$ cat config.mk
export PLATFORM = sky130hd
export DESIGN_NAME = ide_port_decoder
export DESIGN_NICKNAME = d
export VERILOG_FILES = /design/src/rtl/ide_dec_pkg.sv /design/src/rtl/ide_dec_classify.sv /design/src/rtl/ide_dec_lanes.sv /design/src/rtl/ide_dec_issue.sv /design/src/rtl/ide_dec_return.sv /design/src/rtl/ide_port_decoder.sv
export SDC_FILE = /design/constraint.sdc
export NUM_CORES = 1
export LEC_CHECK = 0
export ABC_AREA = 1
export BUFFER_PORTS_ARGS = -buffer_cell sky130_fd_sc_hd__buf_2
export CORE_UTILIZATION = 50
export DETAILED_ROUTE_END_ITERATION = 8
export GPL_TIMING_DRIVEN = 0
export PLACE_DENSITY = 0.79
export SYNTH_ARGS = -nofsm -noshare
export SYNTH_HDL_FRONTEND = slang
export SYNTH_HIERARCHICAL = 1
export SYNTH_SLANG_ARGS = --single-unit
$ cat constraint.sdc
create_clock -name clk -period 3.95 [get_ports clk]
set_input_delay 0.1975 -clock clk [delete_from_list [all_inputs] [get_ports clk]]
set_output_delay 0.1975 -clock clk [all_outputs]
set_load 0.02 [all_outputs]
$ cat src/rtl/ide_dec_pkg.sv
package ide_dec_pkg;

  typedef enum logic [1:0] {
    SZ_BYTE = 2'd0,
    SZ_HALF = 2'd1,
    SZ_WORD = 2'd2,
    SZ_RSVD = 2'd3
  } acc_size_e;

  typedef enum logic [1:0] {
    TGT_TASKFILE = 2'd0,
    TGT_DATA16   = 2'd1,
    TGT_DATA32   = 2'd2,
    TGT_CONTROL  = 2'd3
  } tgt_e;

endpackage

$ cat src/rtl/ide_dec_classify.sv
module ide_dec_classify
  import ide_dec_pkg::*;
#(
  parameter int DATA_SPAN = 8,
  parameter int CTRL_OFS  = 2,
  parameter int AW        = 3
) (
  input  logic          win_ctrl,
  input  logic [AW-1:0] addr,
  input  logic [1:0]    size,
  output logic          hit,
  output tgt_e          tgt
);

  localparam logic [AW:0]   DSPAN = DATA_SPAN[AW:0];
  localparam logic [AW-1:0] COFS  = CTRL_OFS[AW-1:0];

  logic in_data;
  assign in_data = ({1'b0, addr} < DSPAN);

  always_comb begin
    hit = 1'b0;
    tgt = TGT_TASKFILE;
    if (!win_ctrl) begin
      if (in_data) begin
        case (size)
          SZ_BYTE: hit = 1'b1;
          SZ_HALF: if (addr == '0) begin hit = 1'b1; tgt = TGT_DATA16; end
          SZ_WORD: if (addr == '0) begin hit = 1'b1; tgt = TGT_DATA32; end
          default: hit = 1'b0;
        endcase
      end
    end else if ((addr == COFS) && (size == SZ_BYTE)) begin
      hit = 1'b1;
      tgt = TGT_CONTROL;
    end
  end

endmodule

$ cat src/rtl/ide_dec_lanes.sv
module ide_dec_lanes
  import ide_dec_pkg::*;
#(
  parameter int DW = 32
) (
  input  logic [1:0]    size,
  output logic [DW-1:0] mask
);

  localparam int NB = DW / 8;
  localparam int CW = $clog2(NB) + 1;

  logic [CW-1:0] nbytes;

  always_comb begin
    case (size)
      SZ_BYTE: nbytes = CW'(1);
      SZ_HALF: nbytes = CW'(2);
      default: nbytes = CW'(NB);
    endcase
  end

  for (genvar b = 0; b < NB; b++) begin : g_lane
    assign mask[8*b +: 8] = {8{(CW'(b) < nbytes)}};
  end

endmodule

$ cat src/rtl/ide_dec_issue.sv
module ide_dec_issue
  import ide_dec_pkg::*;
#(
  parameter int AW = 3,
  parameter int DW = 32
) (
  input  logic          clk,
  input  logic          rst_n,
  input  logic          req_valid,
  input  logic          req_write,
  input  logic          hit,
  input  tgt_e          tgt,
  input  logic [AW-1:0] addr,
  input  logic [1:0]    size,
  input  logic [DW-1:0] wdata,
  input  logic [DW-1:0] lane_mask,
  output logic          dev_rd,
  output logic          dev_wr,
  output tgt_e          dev_tgt,
  output logic [AW-1:0] dev_reg,
  output logic [DW-1:0] dev_wdata,
  output logic          rd_pend,
  output logic          rd_float,
  output logic [1:0]    rd_size
);

  logic          v_q, v_d;
  logic          w_q, w_d;
  logic          hit_q, hit_d;
  tgt_e          tgt_q, tgt_d;
  logic [AW-1:0] reg_q, reg_d;
  logic [1:0]    size_q, size_d;
  logic [DW-1:0] wd_q, wd_d;
  logic          ld_en;

  assign ld_en = req_valid;

  always_comb begin
    v_d    = req_valid;
    w_d    = w_q;
    hit_d  = hit_q;
    tgt_d  = tgt_q;
    reg_d  = reg_q;
    size_d = size_q;
    wd_d   = wd_q;
    if (ld_en) begin
      w_d    = req_write;
      hit_d  = hit;
      tgt_d  = tgt;
      reg_d  = addr;
      size_d = size;
      wd_d   = req_write ? (wdata & lane_mask) : '0;
    end
  end

  always_ff @(posedge clk or negedge rst_n) begin
    if (!rst_n) begin
      v_q   <= 1'b0;
      w_q   <= 1'b0;
      hit_q <= 1'b0;
    end else begin
      v_q   <= v_d;
      w_q   <= w_d;
      hit_q <= hit_d;
    end
  end

  always_ff @(posedge clk) begin
    tgt_q  <= tgt_d;
    reg_q  <= reg_d;
    size_q <= size_d;
    wd_q   <= wd_d;
  end

  assign dev_rd    = v_q & ~w_q & hit_q;
  assign dev_wr    = v_q &  w_q & hit_q;
  assign dev_tgt   = tgt_q;
  assign dev_reg   = reg_q;
  assign dev_wdata = wd_q;
  assign rd_pend   = v_q & ~w_q;
  assign rd_float  = ~hit_q;
  assign rd_size   = size_q;

  // never a read and a write strobe together
  a_r1_one_strobe: assert property (@(posedge clk) disable iff (!rst_n)
    $onehot0({dev_rd, dev_wr}));

  // a write strobe follows a write request from the previous cycle
  a_r8_wr_from_req: assert property (@(posedge clk) disable iff (!rst_n)
    dev_wr |-> $past(req_valid && req_write));

endmodule

$ cat src/rtl/ide_dec_return.sv
module ide_dec_return
  import ide_dec_pkg::*;
#(
  parameter int DW = 32
) (
  input  logic          clk,
  input  logic          rst_n,
  input  logic          rd_pend,
  input  logic          rd_float,
  input  logic [1:0]    rd_size,
  input  logic [DW-1:0] dev_rdata,
  output logic          rsp_valid,
  output logic [DW-1:0] rsp_rdata
);

  logic [DW-1:0] width_mask;
  logic          vld_q, vld_d;
  logic [DW-1:0] dat_q, dat_d;
  logic          dat_en;

  ide_dec_lanes #(.DW(DW)) u_rsp_lanes (
    .size (rd_size),
    .mask (width_mask)
  );

  assign dat_en = rd_pend;

  always_comb begin
    vld_d = rd_pend;
    dat_d = dat_q;
    if (dat_en) begin
      dat_d = rd_float ? width_mask : (dev_rdata & width_mask);
    end
  end

  always_ff @(posedge clk or negedge rst_n) begin
    if (!rst_n) vld_q <= 1'b0;
    else        vld_q <= vld_d;
  end

  always_ff @(posedge clk) begin
    dat_q <= dat_d;
  end

  assign rsp_valid = vld_q;
  assign rsp_rdata = dat_q;

  // a response only ever follows a read pending in the issue stage
  a_r7_rsp_after_pend: assert property (@(posedge clk) disable iff (!rst_n)
    rsp_valid |-> $past(rd_pend));

endmodule

$ cat src/rtl/ide_port_decoder.sv
module ide_port_decoder
  import ide_dec_pkg::*;
#(
  parameter int DATA_SPAN = 8,
  parameter int CTRL_SPAN = 4,
  parameter int CTRL_OFS  = 2,
  parameter int DW        = 32,
  localparam int AW       = $clog2(DATA_SPAN > CTRL_SPAN ? DATA_SPAN : CTRL_SPAN)
) (
  input  logic          clk,
  input  logic          rst_n,
  input  logic          req_valid,
  input  logic          req_write,
  input  logic          req_win,
  input  logic [AW-1:0] req_addr,
  input  logic [1:0]    req_size,
  input  logic [DW-1:0] req_wdata,
  output logic          dev_rd,
  output logic          dev_wr,
  output logic [1:0]    dev_tgt,
  output logic [AW-1:0] dev_reg,
  output logic [DW-1:0] dev_wdata,
  input  logic [DW-1:0] dev_rdata,
  output logic          rsp_valid,
  output logic [DW-1:0] rsp_rdata
);

  logic          cls_hit;
  tgt_e          cls_tgt;
  logic [DW-1:0] req_mask;
  tgt_e          iss_tgt;
  logic          rd_pend;
  logic          rd_float;
  logic [1:0]    rd_size;

  ide_dec_classify #(
    .DATA_SPAN (DATA_SPAN),
    .CTRL_OFS  (CTRL_OFS),
    .AW        (AW)
  ) u_classify (
    .win_ctrl (req_win),
    .addr     (req_addr),
    .size     (req_size),
    .hit      (cls_hit),
    .tgt      (cls_tgt)
  );

  ide_dec_lanes #(.DW(DW)) u_req_lanes (
    .size (req_size),
    .mask (req_mask)
  );

  ide_dec_issue #(.AW(AW), .DW(DW)) u_issue (
    .clk       (clk),
    .rst_n     (rst_n),
    .req_valid (req_valid),
    .req_write (req_write),
    .hit       (cls_hit),
    .tgt       (cls_tgt),
    .addr      (req_addr),
    .size      (req_size),
    .wdata     (req_wdata),
    .lane_mask (req_mask),
    .dev_rd    (dev_rd),
    .dev_wr    (dev_wr),
    .dev_tgt   (iss_tgt),
    .dev_reg   (dev_reg),
    .dev_wdata (dev_wdata),
    .rd_pend   (rd_pend),
    .rd_float  (rd_float),
    .rd_size   (rd_size)
  );

  assign dev_tgt = iss_tgt;

  ide_dec_return #(.DW(DW)) u_return (
    .clk       (clk),
    .rst_n     (rst_n),
    .rd_pend   (rd_pend),
    .rd_float  (rd_float),
    .rd_size   (rd_size),
    .dev_rdata (dev_rdata),
    .rsp_valid (rsp_valid),
    .rsp_rdata (rsp_rdata)
  );

  // 2-byte access at data offset 0 strobes the 16-bit data port
  a_r2_data16: assert property (@(posedge clk) disable iff (!rst_n)
    (req_valid && !req_win && req_addr == '0 && req_size == 2'd1)
      |=> ((dev_rd || dev_wr) && dev_tgt == 2'd1));

  // wide access at a nonzero data offset raises no strobe
  a_r4_misaligned_quiet: assert property (@(posedge clk) disable iff (!rst_n)
    (req_valid && !req_win && req_addr != '0 && req_size != 2'd0)
      |=> (!dev_rd && !dev_wr));

  // control-window access off the live byte raises no strobe
  a_r6_ctrl_quiet: assert property (@(posedge clk) disable iff (!rst_n)
    (req_valid && req_win && !(req_addr == AW'(CTRL_OFS) && req_size == 2'd0))
      |=> (!dev_rd && !dev_wr));

  // a write never yields a response two cycles on
  a_r9_write_silent: assert property (@(posedge clk) disable iff (!rst_n)
    (req_valid && req_write) |=> ##1 !rsp_valid);

endmodule

==> flow_metrics.py, run 1 <==
metrics = {
    "outcome": {
        "outcome": "finished clean",
    },
    "timing": {
        "worst_slew_pin_slew_ns": 0.945,
        "fin_crit_sh_pct": 38.4,
        "finalSetupViolCount": 0,
        "grt_setup_unrepaired": "false",
        "slew_headroom_pct": 37.0,
        "fmax_mhz": 660,
        "fin_skew_ns": 0.00492,
        "hold_violations": 0,
        "slew_viol_final": 0,
        "setup_tns_ns": 0,
        "period_minus_slack_ns": 1.52,
    },
    "logic_synthesis": {
        "synth_edf_count": 71,
        "synth_seq_cells": 75,
        "synthArstFlopShare_pct": 5.33,
        "synth_most_common_cell": "nor2_1",
        "synthesis.area_um2": 3600,
        "yosys.area.top_type_share_pct": 59.2,
        "synth_top_cell_by_area": "edfxtp_1",
        "synth_area_leaders": "edfxtp_1 59%, buf_4 12%, nor2_1 10%",
        "ys_top_cells_by_count": "99 x nor2_1, 71 x edfxtp_1, 58 x buf_4",
        "ys.warnings.count": 6,
        "ys_seq_area_share_pct": 61.9,
        "synth_cells": 351,
        "synth_ff_type": "edfxtp_1",
        "avgSynthCellArea_um2": 10.3,
        "synthDistinctLibCells": 14,
    },
    "worst_hold_path": {
        "hold_class": "in -> reg",
    },
    "setup_path": {
        "worstSetupPathType": "reg -> reg",
        "crit_path_max_incr_delay_ns": 0.70,
        "cp-end-kind": "flip-flop",
        "crit_arrival_ns": 1.48,
        "cp.required_ns": 3.91,
        "critical-path-top-delay-family": "simple AND/OR/NAND/NOR gates",
        "crit_chain": "nor2_4",
        "start_kind": "flip-flop",
        "cp_max_fo": 33,
        "crit_buf_inv": 0,
        "slowest_stage": "nor2_4",
    },
    "cts": {
        "htree_levels": 3,
        "ctsLongestPathBuffers": 2,
        "path_clk_slew_ns": 0.08,
        "clockRootBuffer": "clkbuf_8",
        "numCtsBuffers": 9,
        "cts_tree": "built",
        "cts_sinks": 75,
        "clk_latency_ns": 0.33,
        "cts_setup_buffers": 0,
    },
    "die": {
        "start_util_pct": 52.5,
        "ioPinCount": 146,
        "fp.dieH_um": 86.9,
        "fp.dieW_um": 86.9,
        "coreArea_um2": 6870,
        "rows": 30,
        "dieArea_um2": 7550,
    },
    "routing": {
        "drc_errors": 0,
        "postRouteWirelength_um": 6660,
        "ant_nets": 0,
        "via_per_inst": 4.14,
        "dr_wl_met3_um": 747,
        "met2_length_um": 3150,
        "first_iter_violations": 65,
        "drt-pass1-iter-count": 4,
        "routedWlPerCell_um": 10.7,
        "highest_layer": "met4",
        "wl_met1_um": 2670,
        "vias": 2578,
    },
    "power": {
        "power_density_nw_per_um2": 420,
        "peakVddDrop_uv": 196,
        "p_leak_uw": 0.00244,
    },
    "placement": {
        "io_buffers": 145,
        "place_area_um2": 4510,
        "dp_hpwl_um": 4890,
        "gp_congestion": 0.730,
    },
    "grt": {
        "grt_remaining_overflow": 0,
        "grt_pass1_vias": 2560,
        "antenna_found_initial": 0,
        "grt_first_pass_wirelength_um": 10700,
        "groute.usage.overall_pct": 18.9,
        "grt_max_degree": 44,
    },
    "final_layout": {
        "fin_nets": 602,
        "final_cell_area_um2": 4750,
        "n_antenna_cell": 0,
        "area_growth_pct": 31.8,
        "drive_gt1_share_pct": 43.3,
    },
    "flow_run": {
        "timing.max_cap.violations": 0,
    },
}
-- metrics by stage --
| stage | hold slack [ns] | utilization, % | total power, uW | setup WS, ns | cells |
|---|---|---|---|---|---|
| 2_1_floorplan | -0.0981 | - | 1210 | 1.74 | 365 |
| 3_3_place_gp | 0.0123 | 65.5 | 1320 | 1.25 | 606 |
| 3_5_place_dp | 0.0150 | 65.6 | 1330 | 2.43 | 606 |
| 4_1_cts | 0.0325 | 69.1 | 2010 | 2.41 | 623 |
| 5_1_grt | 0.0318 | 69.1 | 2090 | 2.36 | 623 |
| 6_report | 0.0497 | 69.1 | 2000 | 2.43 | 623 |
-- cell type report --
type | instances | area [um2]
plain buffers | 64 | 503
repair buffers | 146 | 736
inverters | 48 | 180
fillers | 567 | 2120
multi-input cells | 178 | 748
clock buffers | 9 | 124
flip-flops and latches | 75 | 2230
well taps | 96 | 120
clock inverters | 7 | 106
-- worst paths after layout --
path                                            from                               end  slack (ns)  cells past startpoint
min                                      req_addr[0]      u_issue/dev_reg[0]$_DFFE_PP_        0.05                      1
max                          u_issue/w_q$_DFFE_PN0P_  u_return/rsp_rdata[28]$_DFFE_PP_        2.43                      1
min reg2reg                u_issue/hit_q$_DFFE_PN0P_         u_issue/hit_q$_DFFE_PN0P_        0.50                      2
min in group asynchronous                      rst_n           u_issue/w_q$_DFFE_PN0P_        0.20                      2
max in group asynchronous                      rst_n         u_issue/hit_q$_DFFE_PN0P_        3.62                      2
max reg2reg                  u_issue/w_q$_DFFE_PN0P_  u_return/rsp_rdata[28]$_DFFE_PP_        2.43                      1
-- cells by family (layout without fill, tap and decap cells) --
group / after synthesis / after routing / share of synthesized area [%]
and+or+nand+nor: 155 / 155 / 16.7
AOI/OAI and AO/OA: 1 / 1 / 0.139
other: 2 / 16 / 0.208
buffers and inverters: 112 / 274 / 19.0
DFF: 75 / 75 / 61.9
adders and majority gates: 6 / 6 / 2.08
-- metal layers --
metal  vias to the layer above  track usage, %
met1                      1099            20.5
li1                       1350               -
met4                         0            7.88
met5                         -               0
met3                         9            8.91
met2                       120            31.9
-- power by group --
| part | switching (uW) | internal, uW | leakage [uW] |
|---|---|---|---|
| combinational | 199 | 158 | 0.00161 |
| clock | 269 | 412 | 0.000116 |
| sequential | 14.8 | 944 | 0.000722 |
-- timing repair --
action	in CTS	in global routing
endpoints found under the hold margin	4	0
hold buffers	1	0
endpoints found under the setup margin	0	0
resized for setup	0	0
-- cell usage in the layout, fill, tap and decap left out --
master,synthesis,routed
nor2_2,3,3
dlygate4sd3_1,0,1
buf_6,6,6
dfrtp_1,4,4
edfxtp_1,71,71
clkinv_2,0,1
o21ai_1,1,1
nor2_4,0,1
buf_4,58,58
clkinv_1,0,3
inv_1,47,47
clkbuf_8,0,9
nand4_1,2,2
inv_2,1,1
buf_2,0,145
nor2_1,99,98
ha_1,6,6
nand2_1,50,50
bufinv_16,0,3
nand3_2,1,1
conb_1,2,16
Power figures use the tool's default switching activity.
==> inputs of run 2 (changes only) <==
--- a/config.mk
+++ b/config.mk
@@ -7,10 +7,10 @@
 export LEC_CHECK = 0
 export ABC_AREA = 1
 export BUFFER_PORTS_ARGS = -buffer_cell sky130_fd_sc_hd__buf_2
-export CORE_UTILIZATION = 50
+export CORE_UTILIZATION = 44
 export DETAILED_ROUTE_END_ITERATION = 8
 export GPL_TIMING_DRIVEN = 0
-export PLACE_DENSITY = 0.79
+export PLACE_DENSITY = 0.74
 export SYNTH_ARGS = -nofsm -noshare
 export SYNTH_HDL_FRONTEND = slang
 export SYNTH_HIERARCHICAL = 1
==> constraint.sdc (replaced) <==
create_clock -name clk -period 1.3 [get_ports clk]
set_input_delay 0.065 -clock clk [delete_from_list [all_inputs] [get_ports clk]]
set_output_delay 0.065 -clock clk [all_outputs]
set_load 0.02 [all_outputs]
==> run 2 against run 1 <==
The flow now finishes with violations (setup timing); worst setup slack worse by 2.4 ns; critical path type unchanged; clock power rose to 3.0 times the previous value; sequential share of layout area is 1.4 points lower; highest routed layer unchanged; core utilization shrank 6.4 points.
==> flow_metrics.py, run 2 (synthesis gave the netlist of run 1 again) <==
metrics = {
    "final_layout": {
        "final_cell_mix": "145 x buf_2, 97 x nor2_1, 71 x edfxtp_1",
        "final_cells": 637,
        "final_common_cell": "buf_2",
        "fin_nets": 611,
        "seq_area_um2": 2230,
        "drive_gt1_share_pct": 46.4,
        "multi_input_area_um2": 779,
        "final_core_util_pct": 62.7,
        "nFillCells": 658,
        "area_growth_pct": 35.9,
        "n_antenna_cell": 0,
    },
    "timing": {
        "fmax_mhz": 767,
        "fin_skew_ns": 0.00543,
        "slew_headroom_pct": 38.3,
        "fin_ws_ns": -0.00386,
        "finalSetupViolCount": 3,
        "period_minus_slack_ns": 1.30,
        "grt_setup_unrepaired": "true",
        "worst_slew_pin_slew_ns": 0.926,
        "fin_crit_sh_pct": 100,
        "hold_violations": 0,
        "slew_viol_final": 0,
    },
    "die": {
        "coreArea_um2": 7810,
        "dieArea_um2": 8560,
        "rows": 32,
        "start_util_pct": 46.2,
        "ioPinCount": 146,
        "fp.dieW_um": 92.5,
        "fp.dieH_um": 92.5,
    },
    "grt": {
        "met3_usage_pct": 5.34,
        "grtUsageMet2_pct": 28.9,
        "grt_first_pass_wirelength_um": 11200,
        "grt_max_degree": 44,
        "groute.usage.overall_pct": 17.2,
        "grt_pass1_vias": 2507,
        "grtUsageMet1_pct": 20.5,
        "antenna_found_initial": 0,
        "busiest_layer": "met2",
        "grt_remaining_overflow": 0,
    },
    "cts": {
        "clk_latency_ns": 0.33,
        "path_clk_slew_ns": 0.07,
        "numCtsBuffers": 9,
        "ctsLongestPathBuffers": 2,
        "clockRootBuffer": "clkbuf_8",
        "cts_tree": "built",
        "cts_sinks": 75,
        "htree_levels": 3,
    },
    "setup_path": {
        "cpMostUsedCell": "inv_2",
        "crit_arrival_ns": 1.39,
        "slowest_stage": "edfxtp_1",
        "worstSetupPathType": "reg -> reg",
        "crit_path_max_incr_delay_ns": 0.40,
        "cp_max_fo": 8,
        "cp-end-kind": "flip-flop",
        "crit_buf_inv": 4,
        "crit_chain": "inv_2 > nand2_2 > ha_4 > inv_6 > buf_4 > inv_2 > nor2_1",
        "critical-path-top-delay-family": "flip-flops",
        "start_kind": "flip-flop",
        "cp.required_ns": 1.39,
    },
    "placement": {
        "dpl_worst_slack_ns": -0.210,
        "gp_congestion": 0.707,
        "dp_hpwl_um": 5080,
        "placed_cells_incl_taps": 612,
        "io_buffers": 145,
    },
    "routing": {
        "first_iter_violations": 90,
        "ant_nets": 0,
        "drt-pass1-iter-count": 4,
        "routedWlPerCell_um": 11.2,
        "vias": 2652,
        "drc_errors": 0,
        "postRouteWirelength_um": 7110,
        "via_per_inst": 4.16,
    },
    "worst_hold_path": {
        "hold_class": "in -> reg",
    },
    "power": {
        "peakVddDrop_uv": 655,
        "power_density_nw_per_um2": 1260,
        "p_leak_uw": 0.00248,
    },
    "flow_run": {
        "timing.max_cap.violations": 0,
    },
    "outcome": {
        "outcome": "complete, but fails checks",
        "violations": "setup timing",
    },
}
## run 2: changes by cell type in the layout (fill, tap and decap cells not counted), moves of 2 or more
| cell | delta |
|---|---|
| buf_12 | +2 |
| clkinv_1 | -3 |
| dlygate4sd3_1 | +5 |
| inv_1 | -10 |
| inv_2 | +9 |
| nand2_1 | -2 |
| nand2_2 | +2 |
## run 2: worst min-delay path, cell delays in order
cell and delay [ns]:
buf_2 0.08, nor2_1 0.03, nor2_1 0.07
## run 2: through the flow
stage	TNS, ns	instance area [um2]	power, uW	hold WS [ns]
4_1_cts	-0.193	4820	6180	0.00104
3_3_place_gp	-7.21	4520	4030	-0.121
5_1_grt	-0.393	4900	6460	0.00967
2_1_floorplan	-0.342	3660	3690	-0.231
3_5_place_dp	-7.20	4520	4060	-0.115
6_report	-0.00748	4900	6160	0.0201
## run 2: layout make-up
class	instances	share of cell area, %
inverters	48	3.78
clock inverters	5	2.10
well taps	102	2.61
flip-flops and latches	75	45.6
multi-input cells	179	15.9
plain buffers	64	10.4
clock buffers	10	2.61
repair buffers	154	17.0
## run 2: path summary, 6_finish.rpt
path / startpoint / endpoint / slack (ns) / depth (start not counted)
max in group asynchronous: rst_n / u_issue/w_q$_DFFE_PN0P_ / 1.08 / 2
setup reg to reg: u_issue/rd_size[0]$_DFFE_PP_ / u_return/rsp_rdata[20]$_DFFE_PP_ / -0.004 / 7
hold / removal: dev_rdata[5] / u_return/rsp_rdata[5]$_DFFE_PP_ / 0.02 / 3
min in group asynchronous: rst_n / u_return/rsp_valid$_DFF_PN0_ / 0.08 / 2
setup / recovery: u_issue/rd_size[0]$_DFFE_PP_ / u_return/rsp_rdata[20]$_DFFE_PP_ / -0.004 / 7
hold reg to reg: u_issue/hit_q$_DFFE_PN0P_ / u_issue/hit_q$_DFFE_PN0P_ / 0.51 / 2
## run 2: per-layer routing
layer  vias to the layer above  routed length (um)
met4                         0                  59
met2                       132                3410
met5                         -                   0
met1                      1145                2900
li1                       1370                   -
met3                         5                 742
## run 2: power by group
part / leakage [uW] / total [uW] / internal [uW] / switching (uW)
Clock: 0.000112 / 2070 / 1260 / 809
Sequential: 0.000721 / 2920 / 2870 / 50.5
Combinational: 0.00165 / 1170 / 534 / 635
## run 2: repair_timing
action / in CTS / in global routing
pin swaps: 0 / 5
setup endpoints to repair: 45 / 52
hold buffers: 6 / 0
buffers inserted: 0 / 3
gates cloned: 1 / 0
hold endpoints to repair: 9 / 0
resized for setup: 3 / 16
==> inputs of run 3 (changes only) <==
--- a/config.mk
+++ b/config.mk
@@ -11,6 +11,7 @@
 export DETAILED_ROUTE_END_ITERATION = 8
 export GPL_TIMING_DRIVEN = 0
 export PLACE_DENSITY = 0.74
+export SKIP_LAST_GASP = 1
 export SYNTH_ARGS = -nofsm -noshare
 export SYNTH_HDL_FRONTEND = slang
 export SYNTH_HIERARCHICAL = 1
==> run 3 against run 2 <==
The run still ends with setup timing left; core utilization hardly changed; global-route usage stayed put; worst hold slack hardly changed; sequential power hardly changed; critical path depth stayed put; cell count stayed put; die area stayed put; first-iteration DRC count is 11% higher; largest cell class unchanged.
==> flow_metrics.py, run 3 (synthesis gave the netlist of run 1 again) <==
metrics = {
    "die": {
        "rows": 32,
        "start_util_pct": 46.2,
        "fp.dieH_um": 92.5,
        "dieArea_um2": 8560,
        "ioPinCount": 146,
        "coreArea_um2": 7810,
        "fp.dieW_um": 92.5,
    },
    "power": {
        "p_sw_uw": 1490,
        "p_leak_uw": 0.00248,
        "seq_power_share_pct": 47.4,
        "switching_share_pct": 24.3,
        "peakVddDrop_uv": 660,
        "total_power_uw": 6160,
        "pwr-share-comb_pct": 18.9,
        "intPower_uw": 4660,
        "clkPwrFrac_pct": 33.6,
        "power_density_nw_per_um2": 1260,
    },
    "cts": {
        "htree_levels": 3,
        "cts_sinks": 75,
        "path_clk_slew_ns": 0.07,
        "clockRootBuffer": "clkbuf_8",
        "ctsLongestPathBuffers": 2,
        "cts_tree": "built",
        "numCtsBuffers": 9,
        "clk_latency_ns": 0.33,
    },
    "routing": {
        "first_iter_violations": 100,
        "drt-pass1-iter-count": 4,
        "vias": 2653,
        "via_per_inst": 4.16,
        "routedWlPerCell_um": 11.2,
        "postRouteWirelength_um": 7110,
        "drc_errors": 0,
        "ant_nets": 0,
    },
    "grt": {
        "grt_max_degree": 44,
        "grt_first_pass_wirelength_um": 11200,
        "grt_remaining_overflow": 0,
        "groute.usage.overall_pct": 17.2,
        "grt_pass1_vias": 2507,
        "antenna_found_initial": 0,
    },
    "timing": {
        "hold_violations": 0,
        "slew_viol_final": 0,
        "fin_crit_sh_pct": 101,
        "fin_ws_ns": -0.0127,
        "fin_skew_ns": 0.00612,
        "slew_headroom_pct": 38.1,
        "fmax_mhz": 762,
        "worst_slew_pin_slew_ns": 0.929,
        "finalSetupViolCount": 4,
        "grt_setup_unrepaired": "true",
        "period_minus_slack_ns": 1.31,
    },
    "setup_path": {
        "crit_arrival_ns": 1.39,
        "cp-end-kind": "flip-flop",
        "r2r_slack_ns": -0.01,
        "worstSetupPathType": "reg -> reg",
        "start_kind": "flip-flop",
        "cp.required_ns": 1.38,
        "cp_max_fo": 8,
    },
    "placement": {
        "placed_cells_incl_taps": 612,
        "io_buffers": 145,
        "dp_hpwl_um": 5080,
        "gp_congestion": 0.707,
        "place_area_um2": 4520,
        "dpl_worst_slack_ns": -0.210,
    },
    "final_layout": {
        "final_cell_area_um2": 4890,
        "seq_area_um2": 2230,
        "fin_nets": 611,
        "drive_gt1_share_pct": 46.0,
        "final_cells": 637,
        "multi_input_area_um2": 777,
        "final_common_cell": "buf_2",
        "n_antenna_cell": 0,
        "nFillCells": 658,
        "final_cell_mix": "145 x buf_2, 98 x nor2_1, 71 x edfxtp_1",
        "area_growth_pct": 35.8,
    },
    "outcome": {
        "violations": "setup timing",
        "outcome": "complete, but fails checks",
    },
    "worst_hold_path": {
        "hold_class": "in -> reg",
    },
    "flow_run": {
        "timing.max_cap.violations": 0,
    },
}
-- run 3: final cells by class --
type                            count  area share, %
Buffer                             64           10.4
Clock buffer                       10           2.61
Clock inverter                      5           2.10
Inverter                           48           3.78
Multi-Input combinational cell    179           15.9
Sequential cell                    75           45.6
Tap cell                          102           2.61
Timing Repair Buffer              154           17.0
-- run 3: repair_timing --
| action | in CTS | in global routing |
|---|---|---|
| pin swaps | 0 | 5 |
| setup buffers | 0 | 3 |
| hold buffers | 6 | 0 |
| endpoints found under the hold margin | 9 | 0 |
| endpoints found under the setup margin | 45 | 52 |
| resized for setup | 3 | 14 |
| cloned | 1 | 0 |
-- run 3: through the flow --
step           util, %  hold slack [ns]  TNS (ns)
6_report          62.7           0.0197   -0.0260
2_1_floorplan        -           -0.231    -0.342
3_3_place_gp      57.9           -0.121     -7.21
3_5_place_dp      57.9           -0.115     -7.20
5_1_grt           62.7          0.00967    -0.420
4_1_cts           61.7          0.00104    -0.193
-- run 3: final timing paths --
kind,startpoint,endpoint,cells past startpoint
setup reg to reg,u_issue/rd_size[0]$_DFFE_PP_,u_return/rsp_rdata[23]$_DFFE_PP_,7
setup / recovery,u_issue/rd_size[0]$_DFFE_PP_,u_return/rsp_rdata[23]$_DFFE_PP_,7
hold reg to reg,u_issue/hit_q$_DFFE_PN0P_,u_issue/hit_q$_DFFE_PN0P_,2
max in group asynchronous,rst_n,u_issue/w_q$_DFFE_PN0P_,2
hold / removal,dev_rdata[5],u_return/rsp_rdata[5]$_DFFE_PP_,3
min in group asynchronous,rst_n,u_return/rsp_valid$_DFF_PN0_,2
-- run 3: metal layers --
| metal | global-route usage [%] | vias to the layer above | share of wire (%) |
|---|---|---|---|
| met4 | 6.64 | 0 | 0.83 |
| met3 | 5.34 | 5 | 10 |
| li1 | - | 1369 | - |
| met5 | 0 | - | 0 |
| met1 | 20.5 | 1148 | 41 |
| met2 | 28.9 | 131 | 48 |
-- run 3: power by group through the flow --
stage	Combinational, uW	Clock [uW]	Sequential (uW)
floorplan	491	0	3200
global placement	1070	0	2960
detailed placement	1090	0	2970
CTS	1120	2150	2920
global route	1280	2240	2940
finish	1170	2070	2920
-- run 3: critical path, stage by stage (launching register included) --
cell and delay [ns]:
edfxtp_1 0.40, inv_2 0.08, nand2_2 0.06, ha_4 0.28
inv_6 0.05, buf_6 0.10, inv_1 0.06, nor2_1 0.04
